### src/rtl/sq_pkg.sv
package sq_pkg;

  typedef struct packed {
    logic push;    // write the request into the tail entry
    logic pop;     // retire the head entry (write accepted by memory)
    logic capFwd;  // register forwarded data as the load reply
    logic capMem;  // register memory read data as the load reply
    logic latchLd; // hold a missing load address for the read
    logic rdSel;   // memory address comes from the held load
  } sqStrobe_t;

  typedef enum logic [1:0] {
    SQ_IDLE     = 2'd0,
    SQ_RD_ISSUE = 2'd1,
    SQ_RD_WAIT  = 2'd2
  } sqState_e;

endpackage

### src/rtl/sq_datapath.sv
module sq_datapath
  import sq_pkg::*;
#(
  parameter int DEPTH = 4,
  parameter int AW    = 32,
  parameter int DW    = 32
) (
  input  logic          clk,
  input  logic          rstN,
  input  sqStrobe_t     strobe,
  input  logic [AW-1:0] cpuReqAddr,
  input  logic [DW-1:0] cpuReqWdata,
  input  logic [DW-1:0] memRespData,
  output logic          fwdHit,
  output logic          qFull,
  output logic          qEmpty,
  output logic [AW-1:0] memReqAddr,
  output logic [DW-1:0] memReqWdata,
  output logic [DW-1:0] ldRespData
);

  localparam int PW = (DEPTH > 1) ? $clog2(DEPTH) : 1;

  logic [AW-1:0]    entAddr [DEPTH];
  logic [DW-1:0]    entData [DEPTH];
  logic [DEPTH-1:0] entValid;
  logic [PW-1:0]    headPtr;
  logic [PW-1:0]    tailPtr;
  logic [AW-1:0]    ldAddrQ;
  logic [DW-1:0]    respDataQ;
  logic [DW-1:0]    fwdData;

  function automatic logic [PW-1:0] ptrInc(input logic [PW-1:0] p);
    if (int'(p) == DEPTH - 1) return '0;
    return p + 1'b1;
  endfunction

  // Queue storage: one write port at the tail, one retire at the head.
  always_ff @(posedge clk) begin
    if (!rstN) begin
      entValid <= '0;
      headPtr  <= '0;
      tailPtr  <= '0;
    end else begin
      if (strobe.push) begin
        entAddr[tailPtr]  <= cpuReqAddr;
        entData[tailPtr]  <= cpuReqWdata;
        tailPtr           <= ptrInc(tailPtr);
      end
      if (strobe.pop) begin
        headPtr <= ptrInc(headPtr);
      end
      for (int i = 0; i < DEPTH; i++) begin
        if (strobe.push && (int'(tailPtr) == i)) begin
          entValid[i] <= 1'b1;
        end else if (strobe.pop && (int'(headPtr) == i)) begin
          entValid[i] <= 1'b0;
        end
      end
    end
  end

  // Associative compare walked from oldest to youngest: the last hit wins.
  always_comb begin
    fwdHit  = 1'b0;
    fwdData = '0;
    for (int k = 0; k < DEPTH; k++) begin
      int idx;
      idx = int'(headPtr) + k;
      if (idx >= DEPTH) idx = idx - DEPTH;
      if (entValid[idx] && (entAddr[idx] == cpuReqAddr)) begin
        fwdHit  = 1'b1;
        fwdData = entData[idx];
      end
    end
  end

  always_ff @(posedge clk) begin
    if (!rstN) begin
      ldAddrQ   <= '0;
      respDataQ <= '0;
    end else begin
      if (strobe.latchLd) ldAddrQ <= cpuReqAddr;
      if (strobe.capFwd) begin
        respDataQ <= fwdData;
      end else if (strobe.capMem) begin
        respDataQ <= memRespData;
      end
    end
  end

  assign qFull       = &entValid;
  assign qEmpty      = ~|entValid;
  assign memReqAddr  = strobe.rdSel ? ldAddrQ : entAddr[headPtr];
  assign memReqWdata = entData[headPtr];
  assign ldRespData  = respDataQ;

endmodule

### src/rtl/sq_control.sv
module sq_control
  import sq_pkg::*;
(
  input  logic      clk,
  input  logic      rstN,
  input  logic      cpuReqValid,
  input  logic      cpuReqIsStore,
  input  logic      fwdHit,
  input  logic      qFull,
  input  logic      qEmpty,
  input  logic      memReqReady,
  input  logic      memRespValid,
  output logic      cpuReqReady,
  output logic      memReqValid,
  output logic      memReqWrite,
  output logic      ldRespValid,
  output sqStrobe_t strobe
);

  sqState_e state;
  sqState_e stateNext;
  logic     reqAcc;
  logic     ldAcc;
  logic     rdIssue;

  assign cpuReqReady = (state == SQ_IDLE) && !(cpuReqIsStore && qFull);
  assign reqAcc      = cpuReqValid && cpuReqReady;
  assign ldAcc       = reqAcc && !cpuReqIsStore;
  assign rdIssue     = (state == SQ_RD_ISSUE);

  // A pending read owns the port; otherwise the head store is offered.
  assign memReqValid = rdIssue || !qEmpty;
  assign memReqWrite = !rdIssue;

  always_comb begin
    strobe.push    = reqAcc && cpuReqIsStore;
    strobe.pop     = !rdIssue && !qEmpty && memReqReady;
    strobe.capFwd  = ldAcc && fwdHit;
    strobe.latchLd = ldAcc && !fwdHit;
    strobe.capMem  = (state == SQ_RD_WAIT) && memRespValid;
    strobe.rdSel   = rdIssue;
  end

  always_comb begin
    stateNext = state;
    unique case (state)
      SQ_IDLE:     if (strobe.latchLd) stateNext = SQ_RD_ISSUE;
      SQ_RD_ISSUE: if (memReqReady)    stateNext = SQ_RD_WAIT;
      SQ_RD_WAIT:  if (memRespValid)   stateNext = SQ_IDLE;
      default:                         stateNext = SQ_IDLE;
    endcase
  end

  always_ff @(posedge clk) begin
    if (!rstN) begin
      state       <= SQ_IDLE;
      ldRespValid <= 1'b0;
    end else begin
      state       <= stateNext;
      ldRespValid <= strobe.capFwd || strobe.capMem;
    end
  end

endmodule

### src/rtl/sq_fwd_top.sv
module sq_fwd_top
  import sq_pkg::*;
#(
  parameter int DEPTH = 4,
  parameter int AW    = 32,
  parameter int DW    = 32
) (
  input  logic          clk,
  input  logic          rstN,
  input  logic          cpuReqValid,
  output logic          cpuReqReady,
  input  logic          cpuReqIsStore,
  input  logic [AW-1:0] cpuReqAddr,
  input  logic [DW-1:0] cpuReqWdata,
  output logic          ldRespValid,
  output logic [DW-1:0] ldRespData,
  output logic          memReqValid,
  input  logic          memReqReady,
  output logic          memReqWrite,
  output logic [AW-1:0] memReqAddr,
  output logic [DW-1:0] memReqWdata,
  input  logic          memRespValid,
  input  logic [DW-1:0] memRespData,
  output logic          sbEmpty
);

  sqStrobe_t strobe;
  logic      fwdHit;
  logic      qFull;
  logic      qEmpty;

  sq_control ctrl_i (
    .clk          (clk),
    .rstN         (rstN),
    .cpuReqValid  (cpuReqValid),
    .cpuReqIsStore(cpuReqIsStore),
    .fwdHit       (fwdHit),
    .qFull        (qFull),
    .qEmpty       (qEmpty),
    .memReqReady  (memReqReady),
    .memRespValid (memRespValid),
    .cpuReqReady  (cpuReqReady),
    .memReqValid  (memReqValid),
    .memReqWrite  (memReqWrite),
    .ldRespValid  (ldRespValid),
    .strobe       (strobe)
  );

  sq_datapath #(.DEPTH(DEPTH), .AW(AW), .DW(DW)) dp_i (
    .clk        (clk),
    .rstN       (rstN),
    .strobe     (strobe),
    .cpuReqAddr (cpuReqAddr),
    .cpuReqWdata(cpuReqWdata),
    .memRespData(memRespData),
    .fwdHit     (fwdHit),
    .qFull      (qFull),
    .qEmpty     (qEmpty),
    .memReqAddr (memReqAddr),
    .memReqWdata(memReqWdata),
    .ldRespData (ldRespData)
  );

  assign sbEmpty = qEmpty;

endmodule

### config.mk
export PLATFORM = sky130hd
export DESIGN_NAME = sq_fwd_top
export DESIGN_NICKNAME = d
export VERILOG_FILES = /design/src/rtl/sq_pkg.sv /design/src/rtl/sq_datapath.sv /design/src/rtl/sq_control.sv /design/src/rtl/sq_fwd_top.sv
export SDC_FILE = /design/constraint.sdc
export NUM_CORES = 1
export LEC_CHECK = 0
export BUFFER_PORTS_ARGS = -buffer_cell sky130_fd_sc_hd__buf_4
export CAP_MARGIN = 40
export CORE_AREA = 2 2 264 240
export DETAILED_ROUTE_END_ITERATION = 8
export DIE_AREA = 0 0 266 242
export PLACE_DENSITY = 0.5
export SYNTH_ARGS = -nofsm -noshare
export SYNTH_HDL_FRONTEND = slang
export SYNTH_HIERARCHICAL = 1
export SYNTH_SLANG_ARGS = --single-unit
### constraint.sdc
create_clock -name clk -period 13.7 [get_ports clk]
set_input_delay 0.685 -clock clk [delete_from_list [all_inputs] [get_ports clk]]
set_output_delay 0.685 -clock clk [all_outputs]
set_load 0.1 [all_outputs]
==> run summary <==
====================================================================================================
Outcome                                                                                 complete, no violations
Flip-flop cell with the highest count after synthesis                                   sky130_fd_sc_hd__edfxtp_1
Distinct cells, synth                                                                             73
Layout net count                                                                                1854
Crit end category                                                                               flop
Routed length on met1                                                                        30.9 mm
Number of buffers inserted during clock tree synthesis                                            41
Post-Route Skew                                                                            0.0236 ns
Clock Root Buffer                                                                       sky130_fd_sc_hd__clkbuf_16
Max stage delay cell, worst path                                                        sky130_fd_sc_hd__ha_4
Fraction of post-synthesis cell area in the top cell type by area                              34.8%
Count of port buffers added during placement                                                     202
Total met3 wirelength after detailed routing                                                 4.34 mm
Transition at the pin with the smallest max-transition slack                                0.988 ns
Number of design rule violations left after detail routing                                         0
Post-Place Setup Slack                                                                       7.50 ns
Clock-pin slew reported for the worst setup and hold paths after clock tree synthesis        0.06 ns
Seq cells post-synth                                                                             333
Cell accounting for the most synthesized area                                           sky130_fd_sc_hd__edfxtp_1
Total number of H-tree levels                                                                      2
TritonCTS clock tree                                                                           built
Synth Area per Inst                                                                        13.5 um^2
Layout Utilization                                                                             41.3%
Clk Latency, worst-skew pair                                                                 0.57 ns
Global-route wire length before repair                                                        103 mm
CP Class                                                                                     reg2reg
Period utilisation layout                                                                      45.9%
Horiz. Die Dim                                                                                266 um
Final GP Congestion                                                                            0.878
Site Rows                                                                                         87
CTS Sinks                                                                                        333
Routed len/inst                                                                              26.7 um
Hold Buf Count CTS                                                                                 0
Number of global-route vias before repair                                                      15390
Max clock buf depth                                                                                3
Maximum number of pins on one net before global-route repair                                     133
Area Growth Syn to Fin                                                                         15.8%
Hold Violations, Final                                                                             0
Initial antenna violation count                                                                    1
Max Freq                                                                                     159 MHz
Top routing layer used                                                                          met4
Number of buffers inserted to repair setup after CTS                                               0
Maximum single-stage delay on the critical path                                              0.84 ns
Initial standard-cell utilization of the core                                                  35.7%
Number of endpoints failing setup at the final stage                                               0
Via count                                                                                      15455
Cell Chain, Critical Path                                                               inv_2 > ha_4 > buf_4 > mux4_2 > xnor2_1 > o2111ai_1 > nor4_1 > nand3_1 > o2111ai_1 > inv_1 > nor2_4 > buf_4 > o21ai_0 > a21oi_1
Largest driver fanout on the critical path                                                        72
Fin Hold WS                                                                                 0.318 ns
Sequential area share after synthesis                                                          41.8%
Total Neg Setup Slack                                                                           0 ns
Num ports                                                                                        203
Data required time of the worst path                                                        14.19 ns
Die ar.                                                                                  0.0644 mm^2
Most numerous cell types in the synthesized netlist                                     sky130_fd_sc_hd__edfxtp_1 (256), sky130_fd_sc_hd__mux4_2 (205), sky130_fd_sc_hd__mux2i_1 (151), sky130_fd_sc_hd__mux2_2 (101), sky130_fd_sc_hd__xnor2_1 (92)
# Max-Cap Violations                                                                               0
Post-cts sizing count                                                                              0
Post-synthesis instance area                                                             0.0221 mm^2
Sort of element at the start of the critical path                                               flop
Leakage power                                                                                8.36 nW
Setup repair after global routing missed its margin                                            false
Fin worst setup slack                                                                        7.41 ns
DR vias/cell                                                                                    5.99
Data arrival, critical path                                                                  6.78 ns
Fraction of registers with async set or reset after synthesis                                     0%
Tot Pwr                                                                                      2.76 mW
Total GRT Usage                                                                                21.3%
Synth Net Count                                                                                 1749
Library cell with the highest instance count after synthesis                            sky130_fd_sc_hd__edfxtp_1
Path type of the worst min-delay path                                                         in2reg
Detailed-route wire length                                                                   69.0 mm
Number of flops mapped to enable cells by yosys                                                  256
Number of warnings issued by yosys                                                                 6
DP Wirelength                                                                                45.2 mm
Minimum period implied by the final worst setup slack                                        6.29 ns
Overflow after GRT                                                                                 0
Initial DRT Pass Iterations                                                                        5
Remaining antenna violation count                                                                  0
Synthesized instance count                                                                      1639
Largest voltage drop on the vdd net                                                      0.0000829 V
Die boundary height                                                                           242 um
Max-Slew Margin vs Limit                                                                       34.1%
Share of cells above drive strength 1                                                          35.7%
Cell types with the largest area share after synthesis                                  sky130_fd_sc_hd__edfxtp_1 (35%), sky130_fd_sc_hd__mux4_2 (21%), sky130_fd_sc_hd__dfxtp_1 (7.0%), sky130_fd_sc_hd__mux2i_1 (6.9%), sky130_fd_sc_hd__mux2_2 (5.2%)
Power Density                                                                            108 mW/mm^2
Iteration-0 DRC Markers                                                                         1317
Core Region                                                                              0.0618 mm^2
Final slew viol count                                                                              0
Sum of met2 wire segment lengths after detailed routing                                      31.8 mm
====================================================================================================
power by group:
| part | switching, mW | total (mW) | internal [mW] |
|---|---|---|---|
| Sequential | 0.0185 | 1.12 | 1.10 |
| Clock | 0.433 | 1.11 | 0.679 |
| Combinational | 0.330 | 0.526 | 0.196 |
| Total | 0.782 | 2.76 | 1.98 |
metrics by stage:
stage,instances,cell area (um^2)
floorplan,1639,22100
global placement,2494,24000
detailed placement,2502,24200
CTS,2578,25500
global route,2579,25500
finish,2579,25500
worst max-delay path, delay by kind of cell, from the launching register on:
kind / cells / cell delay [ns]
compound gates: 4 / 0.85
xor+xnor: 1 / 0.28
fa+ha+maj: 1 / 0.84
buf+inv: 4 / 1.79
flops: 1 / 0.71
mux: 1 / 0.61
simple gates: 3 / 1.02
cells by family (layout without fill, tap and decap cells):
logic type / after synthesis / after routing / share of synthesized area, %
adder cells (fa/ha/maj): 8 / 8 / 0.454
AO/OA/AOI/OAI: 270 / 270 / 8.99
other: 0 / 1 / 0
multiplexers: 459 / 459 / 33.0
flip-flops: 333 / 333 / 41.8
XOR/XNOR: 109 / 109 / 4.33
AND/OR/NAND/NOR: 277 / 277 / 7.35
buffers and inverters: 183 / 321 / 4.02
area by class of cell:
cell class	instances	area (um^2)
Fill cell	5743	36300
Multi-Input combinational cell	1123	12000
Sequential cell	333	9240
Timing Repair Buffer	233	1870
Clock buffer	60	1190
Tap cell	801	1000
Clock inverter	16	189
Inverter	12	45.0
Antenna cell	1	2.50
state kept, by name, summed over array words and instances (netlist names), named ones only:
| register | flops |
|---|---|
| dp_i/ldRespData | 32 |
| dp_i/entAddr | 128 |
| dp_i/headPtr | 2 |
| ctrl_i/state | 2 |
| dp_i/entValid | 4 |
| dp_i/ldAddrQ | 32 |
| ctrl_i/ldRespValid | 1 |
| dp_i/entData | 128 |
| dp_i/tailPtr | 2 |
worst paths after layout:
check                  start             endpoint  cells after the start  slack [ns]
max          dp_i/headPtr[1]  dp_i/ldRespData[27]                     14        7.41
max reg2reg  dp_i/headPtr[1]  dp_i/ldRespData[27]                     14        7.41
min reg2reg  dp_i/ldAddrQ[1]      dp_i/ldAddrQ[1]                      2        0.51
min          cpuReqWdata[18]  dp_i/entData[3][18]                      1        0.32
layer usage:
metal | GRT usage (%) | up-vias
li1 | - | 6804
met1 | 30.5 | 8030
met2 | 33.1 | 515
met3 | 3.75 | 106
met4 | 6.33 | 0
met5 | 0 | -
cell usage in the layout (no fill, tap or decap), types with 38 or more instances in the layout:
cell	count
sky130_fd_sc_hd__xnor2_1	92
sky130_fd_sc_hd__buf_4	224
sky130_fd_sc_hd__nor2_1	51
sky130_fd_sc_hd__mux2_2	101
sky130_fd_sc_hd__nor2b_1	38
sky130_fd_sc_hd__o21ai_0	40
sky130_fd_sc_hd__dfxtp_1	73
sky130_fd_sc_hd__clkbuf_16	43
sky130_fd_sc_hd__nand2_1	56
sky130_fd_sc_hd__a21oi_1	72
sky130_fd_sc_hd__mux2i_1	151
sky130_fd_sc_hd__mux4_2	205
sky130_fd_sc_hd__edfxtp_1	256
Note: power is estimated with default switching activity, not from simulation.
